`config.mk`:
```
export PLATFORM = sky130hd
export DESIGN_NAME = irq_dispatch
export DESIGN_NICKNAME = d
export VERILOG_FILES = /design/src/rtl/irq_dispatch_pkg.sv /design/src/rtl/irq_lowest_pick.sv /design/src/rtl/irq_edge_track.sv /design/src/rtl/irq_msg_seq.sv /design/src/rtl/irq_dispatch.sv
export SDC_FILE = /design/constraint.sdc
export NUM_CORES = 1
export LEC_CHECK = 0
export ABC_AREA = 1
export BUFFER_PORTS_ARGS = -buffer_cell sky130_fd_sc_hd__buf_2
export CORE_ASPECT_RATIO = 1.5
export CORE_MARGIN = 1
export CORE_UTILIZATION = 30
export CTS_BUF_LIST = sky130_fd_sc_hd__clkbuf_4
export CTS_CLUSTER_SIZE = 12
export DETAILED_ROUTE_END_ITERATION = 12
export GPL_TIMING_DRIVEN = 0
export PLACE_DENSITY = 0.66
export SETUP_SLACK_MARGIN = 0.5
export SLEW_MARGIN = 15
export SYNTH_ARGS = -nofsm -noshare
export SYNTH_HDL_FRONTEND = slang
export SYNTH_HIERARCHICAL = 1
export SYNTH_SLANG_ARGS = --single-unit
```
`constraint.sdc`:
```
create_clock -name clk_i -period 2.8 [get_ports clk_i]
set_clock_uncertainty 0.05 [all_clocks]
set_input_delay 0.56 -clock clk_i [delete_from_list [all_inputs] [get_ports clk_i]]
set_output_delay 0.56 -clock clk_i [all_outputs]
set_load 0.01 [all_outputs]
```
`src/rtl/irq_dispatch_pkg.sv`:
```
package irq_dispatch_pkg;
  localparam int VEC_W  = 8;
  localparam int DEST_W = 8;
  localparam int MODE_W = 3;

  localparam logic [MODE_W-1:0] MODE_EXTINT = 3'b111;
  localparam logic [MODE_W-1:0] MODE_RSV_A  = 3'b011;
  localparam logic [MODE_W-1:0] MODE_RSV_B  = 3'b110;

  typedef struct packed {
    logic [DEST_W-1:0] dest;
    logic              mask;
    logic              trigger;
    logic              polarity;
    logic              dest_mode;
    logic [MODE_W-1:0] mode;
    logic [VEC_W-1:0]  vector;
  } route_t;

  localparam int ENT_W = $bits(route_t);

  typedef enum logic {ST_IDLE, ST_SEND} seq_state_e;

  function automatic logic is_reserved(logic [MODE_W-1:0] m);
    return (m == MODE_RSV_A) || (m == MODE_RSV_B);
  endfunction
endpackage

```
`src/rtl/irq_lowest_pick.sv`:
```
module irq_lowest_pick #(
  parameter int W = 8,
  parameter int IW = (W > 1) ? $clog2(W) : 1
) (
  input  logic [W-1:0]  req_i,
  output logic [W-1:0]  oh_o,
  output logic [IW-1:0] idx_o,
  output logic          any_o
);
  always_comb begin
    oh_o  = '0;
    idx_o = '0;
    for (int i = W - 1; i >= 0; i--) begin
      if (req_i[i]) begin
        oh_o    = '0;
        oh_o[i] = 1'b1;
        idx_o   = IW'(i);
      end
    end
  end

  assign any_o = |req_i;
endmodule

```
`src/rtl/irq_edge_track.sv`:
```
module irq_edge_track #(
  parameter int N = 8
) (
  input  logic         clk_i,
  input  logic         rst_ni,
  input  logic [N-1:0] pin_i,
  input  logic [N-1:0] grant_i,
  output logic [N-1:0] pending_o
);
  logic [N-1:0] level_q, pending_q, rise;

  assign rise = pin_i & ~level_q;

  always_ff @(posedge clk_i or negedge rst_ni) begin
    if (!rst_ni) begin
      level_q   <= '0;
      pending_q <= '0;
    end else begin
      level_q   <= pin_i;
      // a fresh rise wins over a same-cycle grant
      pending_q <= (pending_q & ~grant_i) | rise;
    end
  end

  assign pending_o = pending_q;

  p_rise_pending_r9: assert property (@(posedge clk_i) disable iff (!rst_ni)
    (rise != '0) |=> ((pending_q & $past(rise)) == $past(rise)));

  p_hold_no_rise_r1: assert property (@(posedge clk_i) disable iff (!rst_ni)
    (level_q == pin_i) |-> (rise == '0));
endmodule

```
`src/rtl/irq_msg_seq.sv`:
```
module irq_msg_seq
  import irq_dispatch_pkg::*;
#(
  parameter int N = 8
) (
  input  logic                 clk_i,
  input  logic                 rst_ni,
  input  logic [N-1:0]         pending_i,
  input  logic [N*ENT_W-1:0]   route_i,
  input  logic [VEC_W-1:0]     ext_vec_i,
  output logic [N-1:0]         grant_o,
  output logic                 msg_valid_o,
  input  logic                 msg_ready_i,
  output logic [DEST_W-1:0]    msg_dest_o,
  output logic [VEC_W-1:0]     msg_vector_o,
  output logic [MODE_W-1:0]    msg_mode_o,
  output logic                 msg_dest_mode_o,
  output logic                 msg_level_o,
  output logic                 msg_trigger_o,
  output logic                 err_o
);
  localparam int IW  = (N > 1) ? $clog2(N) : 1;
  localparam int DIW = $clog2(DEST_W);

  route_t ents [N];
  for (genvar gi = 0; gi < N; gi++) begin : g_ent
    assign ents[gi] = route_t'(route_i[gi*ENT_W +: ENT_W]);
  end

  logic [N-1:0]      pend_oh;
  logic [IW-1:0]     pend_idx;
  logic              pend_any;
  logic [DEST_W-1:0] tgt_oh;
  logic [DIW-1:0]    tgt_idx;
  logic              tgt_any;

  seq_state_e        state_q, state_d;
  route_t            ent_q, ent_d, sel;
  logic [DEST_W-1:0] left_q, left_d;
  logic              err_q, err_d;

  irq_lowest_pick #(.W(N)) u_pend_pick (
    .req_i(pending_i), .oh_o(pend_oh), .idx_o(pend_idx), .any_o(pend_any)
  );

  irq_lowest_pick #(.W(DEST_W)) u_tgt_pick (
    .req_i(left_q), .oh_o(tgt_oh), .idx_o(tgt_idx), .any_o(tgt_any)
  );

  assign sel = ents[pend_idx];

  always_comb begin
    state_d = state_q;
    ent_d   = ent_q;
    left_d  = left_q;
    err_d   = 1'b0;
    grant_o = '0;
    case (state_q)
      ST_IDLE: begin
        if (pend_any) begin
          grant_o = pend_oh;
          if (!sel.mask) begin
            if (is_reserved(sel.mode)) begin
              err_d = 1'b1;
            end else if (!(sel.dest_mode && sel.dest == '0)) begin
              state_d      = ST_SEND;
              ent_d        = sel;
              ent_d.vector = (sel.mode == MODE_EXTINT) ? ext_vec_i : sel.vector;
              left_d       = sel.dest;
            end
          end
        end
      end
      ST_SEND: begin
        if (msg_ready_i) begin
          left_d = left_q & ~tgt_oh;
          if (!ent_q.dest_mode || left_d == '0) state_d = ST_IDLE;
        end
      end
      default: state_d = ST_IDLE;
    endcase
  end

  always_ff @(posedge clk_i or negedge rst_ni) begin
    if (!rst_ni) begin
      state_q <= ST_IDLE;
      ent_q   <= '0;
      left_q  <= '0;
      err_q   <= 1'b0;
    end else begin
      state_q <= state_d;
      ent_q   <= ent_d;
      left_q  <= left_d;
      err_q   <= err_d;
    end
  end

  assign msg_valid_o     = (state_q == ST_SEND);
  assign msg_dest_o      = ent_q.dest_mode ? DEST_W'(tgt_idx) : ent_q.dest;
  assign msg_vector_o    = ent_q.vector;
  assign msg_mode_o      = ent_q.mode;
  assign msg_dest_mode_o = ent_q.dest_mode;
  assign msg_level_o     = ent_q.polarity;
  assign msg_trigger_o   = ent_q.trigger;
  assign err_o           = err_q;

  p_hold_r8: assert property (@(posedge clk_i) disable iff (!rst_ni)
    (msg_valid_o && !msg_ready_i) |=> (msg_valid_o && $stable(msg_dest_o) &&
      $stable(msg_vector_o) && $stable(msg_mode_o) && $stable(msg_dest_mode_o) &&
      $stable(msg_level_o) && $stable(msg_trigger_o)));

  p_no_reserved_r7: assert property (@(posedge clk_i) disable iff (!rst_ni)
    msg_valid_o |-> !is_reserved(msg_mode_o));

  p_err_idle_r7: assert property (@(posedge clk_i) disable iff (!rst_ni)
    err_o |-> !msg_valid_o);

  p_no_masked_r2: assert property (@(posedge clk_i) disable iff (!rst_ni)
    msg_valid_o |-> !ent_q.mask);

  p_logical_target_r6: assert property (@(posedge clk_i) disable iff (!rst_ni)
    (msg_valid_o && msg_dest_mode_o) |-> tgt_any);

  p_ascend_r6: assert property (@(posedge clk_i) disable iff (!rst_ni)
    (msg_valid_o && msg_ready_i && msg_dest_mode_o && left_d != '0)
      |=> (msg_valid_o && msg_dest_o > $past(msg_dest_o)));

  p_grant_onehot_r9: assert property (@(posedge clk_i) disable iff (!rst_ni)
    $onehot0(grant_o));
endmodule

```
`src/rtl/irq_dispatch.sv`:
```
module irq_dispatch
  import irq_dispatch_pkg::*;
#(
  parameter int NUM_PINS = 8
) (
  input  logic                      clk_i,
  input  logic                      rst_ni,
  input  logic [NUM_PINS-1:0]       pin_i,
  input  logic [NUM_PINS*ENT_W-1:0] route_i,
  input  logic [VEC_W-1:0]          ext_vec_i,
  output logic                      msg_valid_o,
  input  logic                      msg_ready_i,
  output logic [DEST_W-1:0]         msg_dest_o,
  output logic [VEC_W-1:0]          msg_vector_o,
  output logic [MODE_W-1:0]         msg_mode_o,
  output logic                      msg_dest_mode_o,
  output logic                      msg_level_o,
  output logic                      msg_trigger_o,
  output logic                      err_o
);
  logic [NUM_PINS-1:0] pending, grant;

  irq_edge_track #(.N(NUM_PINS)) u_edge (
    .clk_i(clk_i), .rst_ni(rst_ni), .pin_i(pin_i),
    .grant_i(grant), .pending_o(pending)
  );

  irq_msg_seq #(.N(NUM_PINS)) u_seq (
    .clk_i(clk_i), .rst_ni(rst_ni), .pending_i(pending), .route_i(route_i),
    .ext_vec_i(ext_vec_i), .grant_o(grant), .msg_valid_o(msg_valid_o),
    .msg_ready_i(msg_ready_i), .msg_dest_o(msg_dest_o), .msg_vector_o(msg_vector_o),
    .msg_mode_o(msg_mode_o), .msg_dest_mode_o(msg_dest_mode_o),
    .msg_level_o(msg_level_o), .msg_trigger_o(msg_trigger_o), .err_o(err_o)
  );
endmodule

```
-- Word level (Yosys, flattened, before mapping)
Cells that the tools add are included.
- reductions and logical operators: 9
- bitwise operators: 12
- magnitude comparators: 1
- eq/ne operators: 8
- multiplexer cells: 56
- operators with widths (operator ; count):
    2-to-1 mux 8 bit ; 25
    binary-select mux 23 bit (select 3 bit) ; 1
    2-to-1 mux 3 bit ; 16
    2-to-1 mux 23 bit ; 2
    AND 8 bit ; 3
    inverter 8 bit ; 3
    zero test 8 bit ; 2
    one-hot mux 8 bit (2 select lines) ; 1
    2-to-1 mux 1 bit ; 10
    AND reduction 5 bit ; 2
    inequality test 2 bit, second input constant ; 4
    OR 8 bit ; 1
    OR reduction 8 bit ; 1
    equality test 3 bit, second input constant ; 2
    >= comparator 4 bit, second input constant ; 1
    inverter 1 bit ; 4
    inverter 3 -> 4 bit ; 1
    equality test 3 x 2 -> 1 bit, second input constant ; 1
    logical OR 1 bit ; 2
    inequality test 2 x 1 -> 1 bit, second input constant ; 1
    one-hot mux 1 bit (2 select lines) ; 1
    logical AND 1 bit ; 1
    zero test 1 bit ; 1
- register bits: 48

-- Logic depth before layout (Yosys ltp)
- depth after elaboration: 19
- gate-level depth with buffers: 21

-- Hierarchy
Netlist, hierarchy kept.
- modules (own cells, without submodules) (module ; area each (µm²) ; seq. area each (µm²) ; instances ; cells each):
    irq_msg_seq ; 3569.7 ; 800.8 ; 1 ; 664
    irq_edge_track ; 550.5 ; 400.4 ; 1 ; 56
    irq_lowest_pick ; 168.9 ; 0.0 ; 2 ; 35

-- Worst setup path before layout
Ideal clock, no wire load.
- path kind: flip-flop to flip-flop
- from: register u_edge.pending_q[5] (netlist: u_edge/pending_o[5])
- to: register u_seq/ent_q[17] in the netlist's numbering
- cell stages (with the launch flop): 17
- library setup time: 116 ps
- path buffers: 3
- path slack: 595 ps
- data arrival time: 2039 ps
- cells stage by stage: dfrtp_1 nor2_2 nor3b_2 nor2_1 buf_2 inv_1 buf_2 nand3_1 nand2_1 nand2_1 nor2_1 nand3_1 nand2_2 inv_2 buf_2 nand2_1 nand2_1
- word-level cells in the longest chain between the ends: 14
- ends and longest elaborated chain (element ; RTL line ; text):
    from (decl) ; irq_edge_track.sv:10 ; logic [N-1:0] level_q, pending_q, rise;
    from (signal assigned) ; irq_edge_track.sv:21 ; pending_q <= (pending_q & ~grant_i) | rise;
    2-to-1 mux 3 bit (*) (6 in series) ; irq_lowest_pick.sv:14 ; if (req_i[i]) begin
    net u_seq.pend_idx[2] ; irq_msg_seq.sv:31 ; logic [IW-1:0] pend_idx;
    inverter 3 -> 4 bit (not written as such) (*) ; irq_msg_seq.sv:50 ; assign sel = ents[pend_idx];
    binary-select mux 23 bit (select 3 bit) (*) ; irq_msg_seq.sv:50 ;
    2-to-1 mux 23 bit (not written as such) (*) (2 in series) ; irq_msg_seq.sv:50 ;
    zero test 8 bit, or another cell as far along ; irq_msg_seq.sv:65 ; end else if (!(sel.dest_mode && sel.dest == '0)) begin
    logical AND 1 bit or logical OR 1 bit (tied branches) ; irq_msg_seq.sv:65, irq_dispatch_pkg.sv:25 ;
    inverter 1 bit (no source line) ; n/a ;
    AND reduction 5 bit (no source line) ; n/a ;
    to (signal assigned) ; irq_msg_seq.sv:92 ; ent_q <= ent_d;
    to (decl) ; irq_msg_seq.sv:38 ; route_t ent_q, ent_d, sel;
Mark *: on every way through the listed nets, which the timed path passes. The rest lies on a longest branch. The select of a mux whose other input is x is not followed.
A chain may end at the register's enable or synchronous reset.

-- Worst setup path in the final report
- from: register u_edge.pending_q[5] (netlist: u_edge/pending_o[5])
- to: register u_seq.left_q[2]
- word-level cells in the longest chain between the ends: 15
- ends and longest elaborated chain (element ; RTL line ; text):
    2-to-1 mux 3 bit (*) (6 in series) ; irq_lowest_pick.sv:14 ;
    net u_seq.pend_idx[1] ; irq_msg_seq.sv:31 ;
    inverter 3 -> 4 bit (not written as such) (*) ; irq_msg_seq.sv:50 ;
    binary-select mux 23 bit (select 3 bit) (*) ; irq_msg_seq.sv:50 ;
    2-to-1 mux 23 bit (not written as such) (*) (2 in series) ; irq_msg_seq.sv:50 ;
    2-to-1 mux 8 bit ; irq_msg_seq.sv:65 ;
    2-to-1 mux 8 bit ; irq_msg_seq.sv:63 ; if (is_reserved(sel.mode)) begin
    2-to-1 mux 8 bit ; irq_msg_seq.sv:62 ; if (!sel.mask) begin
    2-to-1 mux 8 bit ; irq_msg_seq.sv:60 ; if (pend_any) begin
    one-hot mux 8 bit (2 select lines) ; irq_msg_seq.sv:58 ; case (state_q)
    to (signal assigned) ; irq_msg_seq.sv:93 ; left_q <= left_d;
    to (decl) ; irq_msg_seq.sv:39 ; logic [DEST_W-1:0] left_q, left_d;
Marked as above.

==> qor.yml <==
global_routing:
  antenna_found_initial: 0
  track_usage: 0.2281
  grt_pass1_vias: 5476
  overflow: 0
  grt_pass1_wl_mm: 27.11
  grt_max_degree: 49
routing:
  drt_wl_total_mm: 18.56
  ant_nets: 0
  viasPerCell: 4.676
  drcViolationCount: 0
  wl_per_cell_um: 14.43
  drtPass1Iterations: 5
  route.vias.total: 6013
  drtIter0Drc: 252
power_and_ir_drop:
  power_density_mw_per_mm2: 1143
  pwr-share-clk: 0.040
  pwr-share-comb: 0.818
  sequentialPowerShare: 0.142
  leakagePower_nw: 4.032
  sw_frac_of_total: 0.5130
  p_switching_w: 0.004339
  internal_power_w: 0.004119
  vdd_drop_max_uv: 567.5
  finalPower_w: 0.008458
worst_setup_path:
  r2r_start: "u_edge/pending_o[5]"
  reg2reg_slack_ps: 260
  worst_ep_arrival_time_ps: 2780
  reg2regPathDepth: 16
  worst_setup_path_start_kind: "register"
  end_kind: "register"
  path_max_fanout: 8
  r2r_end: "u_seq/left_q[2]"
  critPathKind: "register to register"
  crit_required_ps: 3030
floorplan:
  start_util: 0.3066
  fp.dieW_um: 101.5
  die_h_um: 151.2
  coreArea_mm2: 0.01453
  die_area_mm2: 0.01535
  rows: 54
  ioPinCount: 227
status:
  outcome: "finished clean"
timing:
  slew_viol_final: 0
  finalCritPeriodShare: 0.9082
  rsz0062_at_grt: "true"
  tightest_slew_ps: 645.7
  fin_setup_tns_ps: 0
  period_needed_ps: 2543
  setup_viol: 0
  setup_ws_ps: 257.1
  finalHoldViolCount: 0
  max_freq_ghz: 0.3933
  slew_headroom: 0.5685
clock_network:
  cts-buffers-inserted: 5
  cts_max_path_buffers: 2
  path_clk_slew_ps: 150
  insertion_delay_ps: 390
  cts_tree: "built"
  cts_hold_buf: 0
  clock_sinks: 48
  ctsHtreeMaxLevel: 2
  cts-root-buf: "clkbuf_4"
finish:
  area_growth_pct: 66.18
  finalNetCount: 1290
  drive_above_1_share: 0.4651
  fillers: 1505
  final_util: 0.5096
  final_cells: 1286
placed_design:
  portBuffers: 226
  dpl.hpwl_mm: 13.40
  place.gp.congestion: 0.8413
  dpl_worst_slack_ps: -348.3
  place_inst: 1211
logic_synthesis:
  syn_nets: 992
  syn-instance-count: 789
  yosysWarnings: 6
  netlist_area_mm2: 0.004454
  syn_avg_cell_area_um2: 5.645
run:
  maxCapViolCount: 0
hold_path:
  hold_class: "input pin to async pin"
[state kept, by name, indices dropped and copies added, names as in the netlist]
| register | flops |
|---|---|
| u_seq/err_o | 1 |
| u_seq/left_q | 8 |
| u_seq/msg_dest_mode_o | 1 |
| u_seq/msg_valid_o | 1 |
| u_edge/level_q | 8 |
| u_edge/pending_o | 8 |
| u_seq/msg_trigger_o | 1 |
| u_seq/ent_q | 8 |
| u_seq/msg_mode_o | 3 |
| u_seq/msg_level_o | 1 |
| u_seq/msg_vector_o | 8 |
[critical path: stages (launching register included)]
cell and delay (ps):
dfrtp_2 470, nor2_4 140, a21oi_2 80, nor2_4 260, clkinv_4 200, buf_8 190
nor2_2 120, o21ai_2 60, nand2_1 50, nand2_1 60, nand2_2 130, nor2_4 50
nand3_4 130, nand2_8 110, buf_8 160, nand3_1 80, nand2_1 80
[how the worst max path moves through the flow]
stage | from | to | slack, ps | cells after the start
after floorplan | u_edge/pending_o[5] | u_seq/ent_q[17] | 590 | 16
after global placement | u_edge/pending_o[5] | u_seq/msg_vector_o[1] | -350 | 15
after detailed placement | u_edge/pending_o[5] | u_seq/msg_vector_o[1] | -350 | 15
after CTS | u_edge/pending_o[6] | u_edge/pending_o[6] | 360 | 19
after global routing | u_edge/pending_o[4] | u_seq/left_q[2] | 130 | 19
final | u_edge/pending_o[5] | u_seq/left_q[2] | 260 | 16
[cells in the final DEF, fill, tap and decap left out, drive strengths merged, types with 3 or more instances in the layout]
cell type	count
o211ai	16
nor3	3
o221ai	4
clkinv	3
mux2	3
nand3	59
inv	93
dfrtp	48
clkbuf	26
buf	326
o21ai	74
nand2	273
a21oi	14
nor2	138
[per-stage QoR]
stage / instance area, um2 / hold slack (ps)
floorplan: 4454 / 214.4
global placement: 5831 / 413.1
detailed placement: 5831 / 416.1
CTS: 6513 / 213.6
global route: 7397 / 156.4
finish: 7402 / 100.1
[what timing repair did]
action | 4_1_cts | 5_1_grt
hold endpoints to repair | 0 | 0
gates cloned | 3 | 6
pin swaps | 24 | 64
setup buffers | 37 | 19
endpoints found under the setup margin | 35 | 37
gates resized for setup | 98 | 169
[power by group through the flow]
| stage | combinational [W] | sequential [W] | clock, W |
|---|---|---|---|
| final | 0.00692 | 0.00120 | 0.000338 |
| after global routing | 0.00755 | 0.00123 | 0.000372 |
| after floorplan | 0.00326 | 0.00113 | 0 |
| after detailed placement | 0.00459 | 0.00118 | 0 |
| after global placement | 0.00455 | 0.00118 | 0 |
| after CTS | 0.00551 | 0.00116 | 0.000350 |
[layer usage]
layer,track usage,up-vias,part of all wire
met2,0.4122,187,0.54
li1,-,3032,-
met3,0.01892,42,0.038
met1,0.2756,2752,0.39
met5,0,-,0
met4,0.09058,0,0.036
[layout make-up]
cell class,count,area [um2],area share
sequential,48,1211,0.1636
inverter,94,374.1,0.05054
antenna,2,5.005,0.0006761
timing repair buffer,290,1819,0.2458
buffer,57,519.2,0.07015
clock buffer,5,37.54,0.005071
multi-input combinational,591,3173,0.4287
clock inverter,3,17.52,0.002366
tap,196,245.2,0.03313
(Power assumes the default switching activity.)
